**config.mk**
```make
export PLATFORM = sky130hd
export DESIGN_NAME = adc_serial_reader
export DESIGN_NICKNAME = d
export VERILOG_FILES = /design/src/rtl/adc_serial_reader.sv
export SDC_FILE = /design/constraint.sdc
export NUM_CORES = 1
export LEC_CHECK = 0
export ABC_CLOCK_PERIOD_IN_PS = 2800
export CORE_MARGIN = 1.5
export CORE_UTILIZATION = 55
export CTS_CLUSTER_DIAMETER = 120
export DETAILED_ROUTE_END_ITERATION = 6
export PLACE_DENSITY = 0.81
export SLEW_MARGIN = 40
export SYNTH_ARGS = -nofsm -noshare
export SYNTH_HDL_FRONTEND = slang
export SYNTH_SLANG_ARGS = --single-unit
```
**constraint.sdc**
```tcl
create_clock -name clk -period 2.8 [get_ports clk]
set_input_delay 0.42 -clock clk [delete_from_list [all_inputs] [get_ports clk]]
set_output_delay 0.42 -clock clk [all_outputs]
set_load 0.02 [all_outputs]
```
**src/rtl/adc_serial_reader.sv**
```systemverilog
module adc_serial_reader #(
  parameter int unsigned SYS_CLK_HZ = 50_000_000,
  parameter int unsigned HALF_DIV   = 25,
  parameter int unsigned CS_GAP     = 50,
  parameter int unsigned DATA_W     = 12
) (
  input  logic                          clk,
  input  logic                          rst_n,
  input  logic                          start,
  input  logic [$clog2(DATA_W+1)-1:0]   read_len,
  input  logic                          verify_en,
  input  logic                          sdata,
  output logic                          cs_n,
  output logic                          sclk,
  output logic                          busy,
  output logic                          result_valid,
  output logic [DATA_W-1:0]             result,
  output logic [$clog2(DATA_W+1)-1:0]   bit_count,
  output logic                          null_err,
  output logic                          mismatch
);

  localparam int LEN_W  = $clog2(DATA_W+1);
  localparam int IDX_W  = $clog2(DATA_W);
  localparam int DIV_W  = $clog2(HALF_DIV+1);
  localparam int GAP_W  = $clog2(CS_GAP+1);
  localparam int RISE_W = $clog2(2*DATA_W+4);
  localparam logic [RISE_W-1:0] R_NULL = RISE_W'(3);
  localparam logic [RISE_W-1:0] R_FULL = RISE_W'(3 + DATA_W);
  localparam logic [RISE_W-1:0] R_VER  = RISE_W'(2 + 2*DATA_W);
  localparam longint HALF_NS = longint'(HALF_DIV) * 64'd1_000_000_000 / longint'(SYS_CLK_HZ);
  localparam longint DCLK_HZ = longint'(SYS_CLK_HZ) / (2 * longint'(HALF_DIV));
  localparam bit CFG_OK = (HALF_DIV >= 1) && (DATA_W >= 2) && (HALF_NS >= 400) &&
                          (DCLK_HZ >= 10_000) && (DCLK_HZ <= 1_200_000) &&
                          (CS_GAP >= 2*HALF_DIV);

  // reject divider and gap settings outside the converter's clock limits
  generate
    if (!CFG_OK) begin : g_cfg_bad
      $error("adc_serial_reader: data clock or select gap out of range");
    end
  endgenerate

  typedef enum logic [1:0] {S_IDLE, S_RUN, S_GAP} state_t;

  state_t              st;
  logic [DIV_W-1:0]    div;
  logic [GAP_W-1:0]    gap;
  logic [RISE_W-1:0]   rises, last;
  logic                ver_q;
  logic [LEN_W-1:0]    len_q;

  wire                 tick      = (div == DIV_W'(HALF_DIV-1));
  wire                 short_req = (read_len != '0) && (read_len < LEN_W'(DATA_W));
  wire [RISE_W-1:0]    rise_nx   = rises + 1'b1;
  wire [RISE_W-1:0]    cap_pos   = R_FULL - rise_nx;
  wire [RISE_W-1:0]    rep_pos   = rise_nx - R_FULL;
  wire [IDX_W-1:0]     cap_idx   = cap_pos[IDX_W-1:0];
  wire [IDX_W-1:0]     rep_idx   = rep_pos[IDX_W-1:0];

  assign busy      = (st != S_IDLE);
  assign bit_count = len_q;

  always_ff @(posedge clk or negedge rst_n) begin
    if (!rst_n) begin
      st           <= S_IDLE;
      cs_n         <= 1'b1;
      sclk         <= 1'b0;
      div          <= '0;
      gap          <= '0;
      rises        <= '0;
      last         <= '0;
      ver_q        <= 1'b0;
      len_q        <= '0;
      result       <= '0;
      result_valid <= 1'b0;
      null_err     <= 1'b0;
      mismatch     <= 1'b0;
    end else begin
      result_valid <= 1'b0;
      case (st)
        S_IDLE: begin
          if (start) begin
            st       <= S_RUN;
            cs_n     <= 1'b0;
            div      <= '0;
            rises    <= '0;
            result   <= '0;
            null_err <= 1'b0;
            mismatch <= 1'b0;
            ver_q    <= verify_en && !short_req;
            len_q    <= short_req ? read_len : LEN_W'(DATA_W);
            if (short_req)      last <= R_NULL + RISE_W'(read_len);
            else if (verify_en) last <= R_VER;
            else                last <= R_FULL;
          end
        end
        S_RUN: begin
          div <= tick ? '0 : div + 1'b1;
          if (tick && !sclk) begin
            sclk  <= 1'b1;
            rises <= rise_nx;
            if (rise_nx == R_NULL)
              null_err <= sdata;
            else if (rise_nx > R_NULL && rise_nx <= R_FULL)
              result[cap_idx] <= sdata;
            else if (rise_nx > R_FULL && ver_q && (sdata != result[rep_idx]))
              mismatch <= 1'b1;
          end else if (tick && sclk) begin
            sclk <= 1'b0;
            if (rises == last) begin
              cs_n         <= 1'b1;
              st           <= S_GAP;
              gap          <= '0;
              result_valid <= 1'b1;
            end
          end
        end
        S_GAP: begin
          if (gap == GAP_W'(CS_GAP-1)) st <= S_IDLE;
          else gap <= gap + 1'b1;
        end
        default: st <= S_IDLE;
      endcase
    end
  end

  // Level-length monitor for the data clock
  logic             sclk_q;
  logic [DIV_W-1:0] hold;
  always_ff @(posedge clk or negedge rst_n) begin
    if (!rst_n) begin
      sclk_q <= 1'b0;
      hold   <= DIV_W'(HALF_DIV);
    end else begin
      sclk_q <= sclk;
      if (sclk != sclk_q)              hold <= DIV_W'(1);
      else if (hold != DIV_W'(HALF_DIV)) hold <= hold + 1'b1;
    end
  end

  p_sclk_level_r3: assert property (@(posedge clk) disable iff (!rst_n)
    (sclk != sclk_q) |-> (hold >= DIV_W'(HALF_DIV)));
  p_sclk_idle_r3: assert property (@(posedge clk) disable iff (!rst_n)
    cs_n |-> !sclk);
  p_cs_fall_r2: assert property (@(posedge clk) disable iff (!rst_n)
    $fell(cs_n) |-> $past(start && !busy));
  p_valid_pulse_r8: assert property (@(posedge clk) disable iff (!rst_n)
    result_valid |=> !result_valid);
  p_valid_end_r8: assert property (@(posedge clk) disable iff (!rst_n)
    result_valid |-> (cs_n && busy));
  p_count_range_r6: assert property (@(posedge clk) disable iff (!rst_n)
    result_valid |-> (bit_count >= LEN_W'(1) && bit_count <= LEN_W'(DATA_W)));
  p_left_align_r6: assert property (@(posedge clk) disable iff (!rst_n)
    result_valid |-> (DATA_W'(result << bit_count) == '0));
  p_short_no_verify_r9: assert property (@(posedge clk) disable iff (!rst_n)
    (result_valid && bit_count != LEN_W'(DATA_W)) |-> !mismatch);

endmodule

```
==> flow_metrics.tcl <==
set metrics [dict create \
    ff2ff_setup_slack_ns 0.51 \
    cts-resized-gates 0 \
    synthTopCellsByCount "45 x nand2_1, 44 x dfrtp_1, 20 x nand3_1, 20 x nor2_1, 16 x mux2i_1" \
    crit_end "mismatch" \
    fin_worst_skew_ns 0.00803 \
    fin_area_um2 2900 \
    antenna_cells 0 \
    synth.top_cell.area_share_pct 43.4 \
    ys_types 42 \
    r2r_start "rises[0]" \
    n_fill_cell 377 \
    finalCriticalPeriod_ns 2.29 \
    setup_viol 0 \
    postPlaceCellArea_um2 2810 \
    p_leak_nw 1.39 \
    yosysSeqAreaShare_pct 44.5 \
    clk_path_buf_depth 2 \
    tightest_slew_ns 0.706 \
    multiInputGateArea_um2 1290 \
    dp_hpwl_um 3570 \
    drc 0 \
    io_buffers 30 \
    critPathKind "reg2reg" \
    holdWs_ns 0.104 \
    synthToLayoutAreaGrowth_pct 14.3 \
    hold_violations 0 \
    final_layout_size_suffix_gt1_share_pct 8.16 \
    grt_use_total_pct 21.2 \
    initial_utilization_pct 57.8 \
    critPathRequiredTime_ns 2.99 \
    post_cts_buffers 0 \
    final_nets 301 \
    vias 1892 \
    cts_buffers 5 \
    relSlewSlack_pct 52.6 \
    synthCells 255 \
    die_h_um 70.9 \
    die_x_um 70.9 \
    yosysTopAreaCell "dfrtp_1" \
    grt_overflow_total 0 \
    final_max_slew_viol_count 0 \
    final-seq-area_um2 1130 \
    gp_congestion 0.825 \
    yosysMostFrequentCell "nand2_1" \
    maxCapViolations 0 \
    worst_setup_path_end_kind "register" \
    syn_area_um2 2530 \
    ir_drop_mv 0.324 \
    timing.rr.end "mismatch" \
    async_flop_share_pct 100 \
    setup_tns_ns 0 \
    drt-initial-drc-count 97 \
    power-per-cell-area_nw_per_um2 663 \
    startpoint "rises[0]" \
    layout.cells.non_filler 334 \
    grt_max_degree 46 \
    grt_pass1_vias 1836 \
    yosys_register_bits 45 \
    synth_warnings 0 \
    path_clk_slew_ns 0.09 \
    grt_pass1_wl_um 8530 \
    post_drt_wl_per_cell_um 14.7 \
    syn-num-nets 275 \
    final_antenna_net_count 0 \
    clock_latency_ns 0.30 \
    synth-main-ff-cell "dfrtp_1" \
    min_period_over_period_pct 81.9 \
    avgSynthCellArea_um2 9.94 \
    rsz0062_at_grt "no" \
    core_um2 4380 \
    hold_class "in2async" \
    synth_edf_count 0 \
    num_rows 24 \
    dieArea_um2 5030 \
    synthTopCellsByArea "dfrtp_1 43%, nand2_1 6.7%, mux2i_1 6.3%, ha_1 5.4%, nand3_1 3.9%" \
    worstPathArrival_ns 2.48 \
    place_inst 326 \
    status "finished, final reports clean" \
    drt_pass1_iterations 4 \
    root_buffer "clkbuf_8" \
    antenna_found_initial 0 \
    worstPathMaxFanout 12 \
    cts-htree-levels 2 \
    ios 31 \
    cts_tree "yes" \
    cts.sinks 45 \
    holdBufCountCts 0 \
    wirelength_um 4920 \
    reg2reg_depth 8 \
    fmax_ghz 0.436 \
    viasPerCell 5.66 \
    worstSetupStartpointType "register" \
]
## cells by family after synthesis
logic type | Yosys count | synth area share, %
simple gates | 110 | 21.7
flops | 45 | 44.5
compound gates | 32 | 8.49
buf+inv | 21 | 4.84
mux | 21 | 9.87
xor+xnor | 15 | 5.18
fa+ha+maj | 11 | 5.43
## worst max-delay path: stages (launching register included)
cell and delay, ns:
dfrtp_1 0.63, inv_1 0.15, ha_1 0.25, nor2_1 0.21, mux4_2 0.35, mux2i_1 0.17, mux2i_1 0.10, xor2_1 0.15
a22o_1 0.18
## through the flow
step                worst slack [ns]  util (%)  power [W]
floorplan                      0.855         -    0.00139
global placement               0.658      64.1    0.00152
detailed placement             0.544      64.2    0.00154
CTS                            0.519      66.0    0.00193
global route                   0.339      66.1    0.00205
finish                         0.506      66.1    0.00192
## layout by cell type (no fill, tap or decap), types with 2 or more instances in the layout
master	n
nand2b_1	4
a22o_1	4
mux2i_1	16
nand4_1	4
ha_1	11
xnor2_1	4
o21ai_0	10
inv_1	10
nor3_1	2
nand2_1	44
mux4_2	3
clkbuf_8	5
nand3_1	20
o31ai_1	6
o21ai_1	2
clkinv_2	2
xor2_1	11
clkdlybuf4s50_1	29
a31oi_1	4
mux2_2	2
nor3b_1	2
a211oi_1	2
or2b_2	2
nor2_1	20
dfrtp_1	44
## sequential cells by signal, summed over array words and instances, names as in the netlist
register and flops:
null_err 1, sclk 1, result_valid 1, st 2
ver_q 1, cs_n 1, result 12, last 5
bit_count 4, gap 6, rises 5, mismatch 1
div 5
## power by group
| group | leakage (nW) | internal, W | switching [W] | total [W] |
|---|---|---|---|---|
| Sequential | 0.590 | 0.000746 | 0.000157 | 0.000903 |
| Combinational | 0.754 | 0.000305 | 0.000323 | 0.000628 |
| Clock | 0.0450 | 0.000173 | 0.000217 | 0.000390 |
| Total | 1.39 | 0.00122 | 0.000697 | 0.00192 |
## final cells by class
type                    instances  area share, %
clock inverters                 2          0.345
repair buffers                 30           10.3
multi-input cells             189           44.4
clock buffers                   6           2.50
inverters                      10           1.30
flip-flops and latches         45           38.9
well taps                      52           2.25
## how the worst min path moves through the flow
stage            startpoint            to  slack, ns  cells past startpoint
2_1_floorplan         rst_n  bit_count[0]       0.12                      0
3_3_place_gp   bit_count[3]  bit_count[3]       0.46                      2
3_5_place_dp          rst_n     result[3]       0.45                      1
4_1_cts               rst_n    result[11]       0.12                      1
5_1_grt               rst_n    result[11]       0.16                      1
6_report              rst_n    result[11]       0.10                      1
## routing by layer
| metal | GRT usage, % | part of all wire (%) | vias to the layer above |
|---|---|---|---|
| met5 | 0 | 0 | - |
| met1 | 29.5 | 47 | 887 |
| met2 | 32.5 | 45 | 56 |
| met4 | 8.60 | 2.8 | 0 |
| met3 | 4.84 | 5.3 | 15 |
| li1 | - | - | 934 |
No activity file was read; power rests on OpenSTA's default activity.
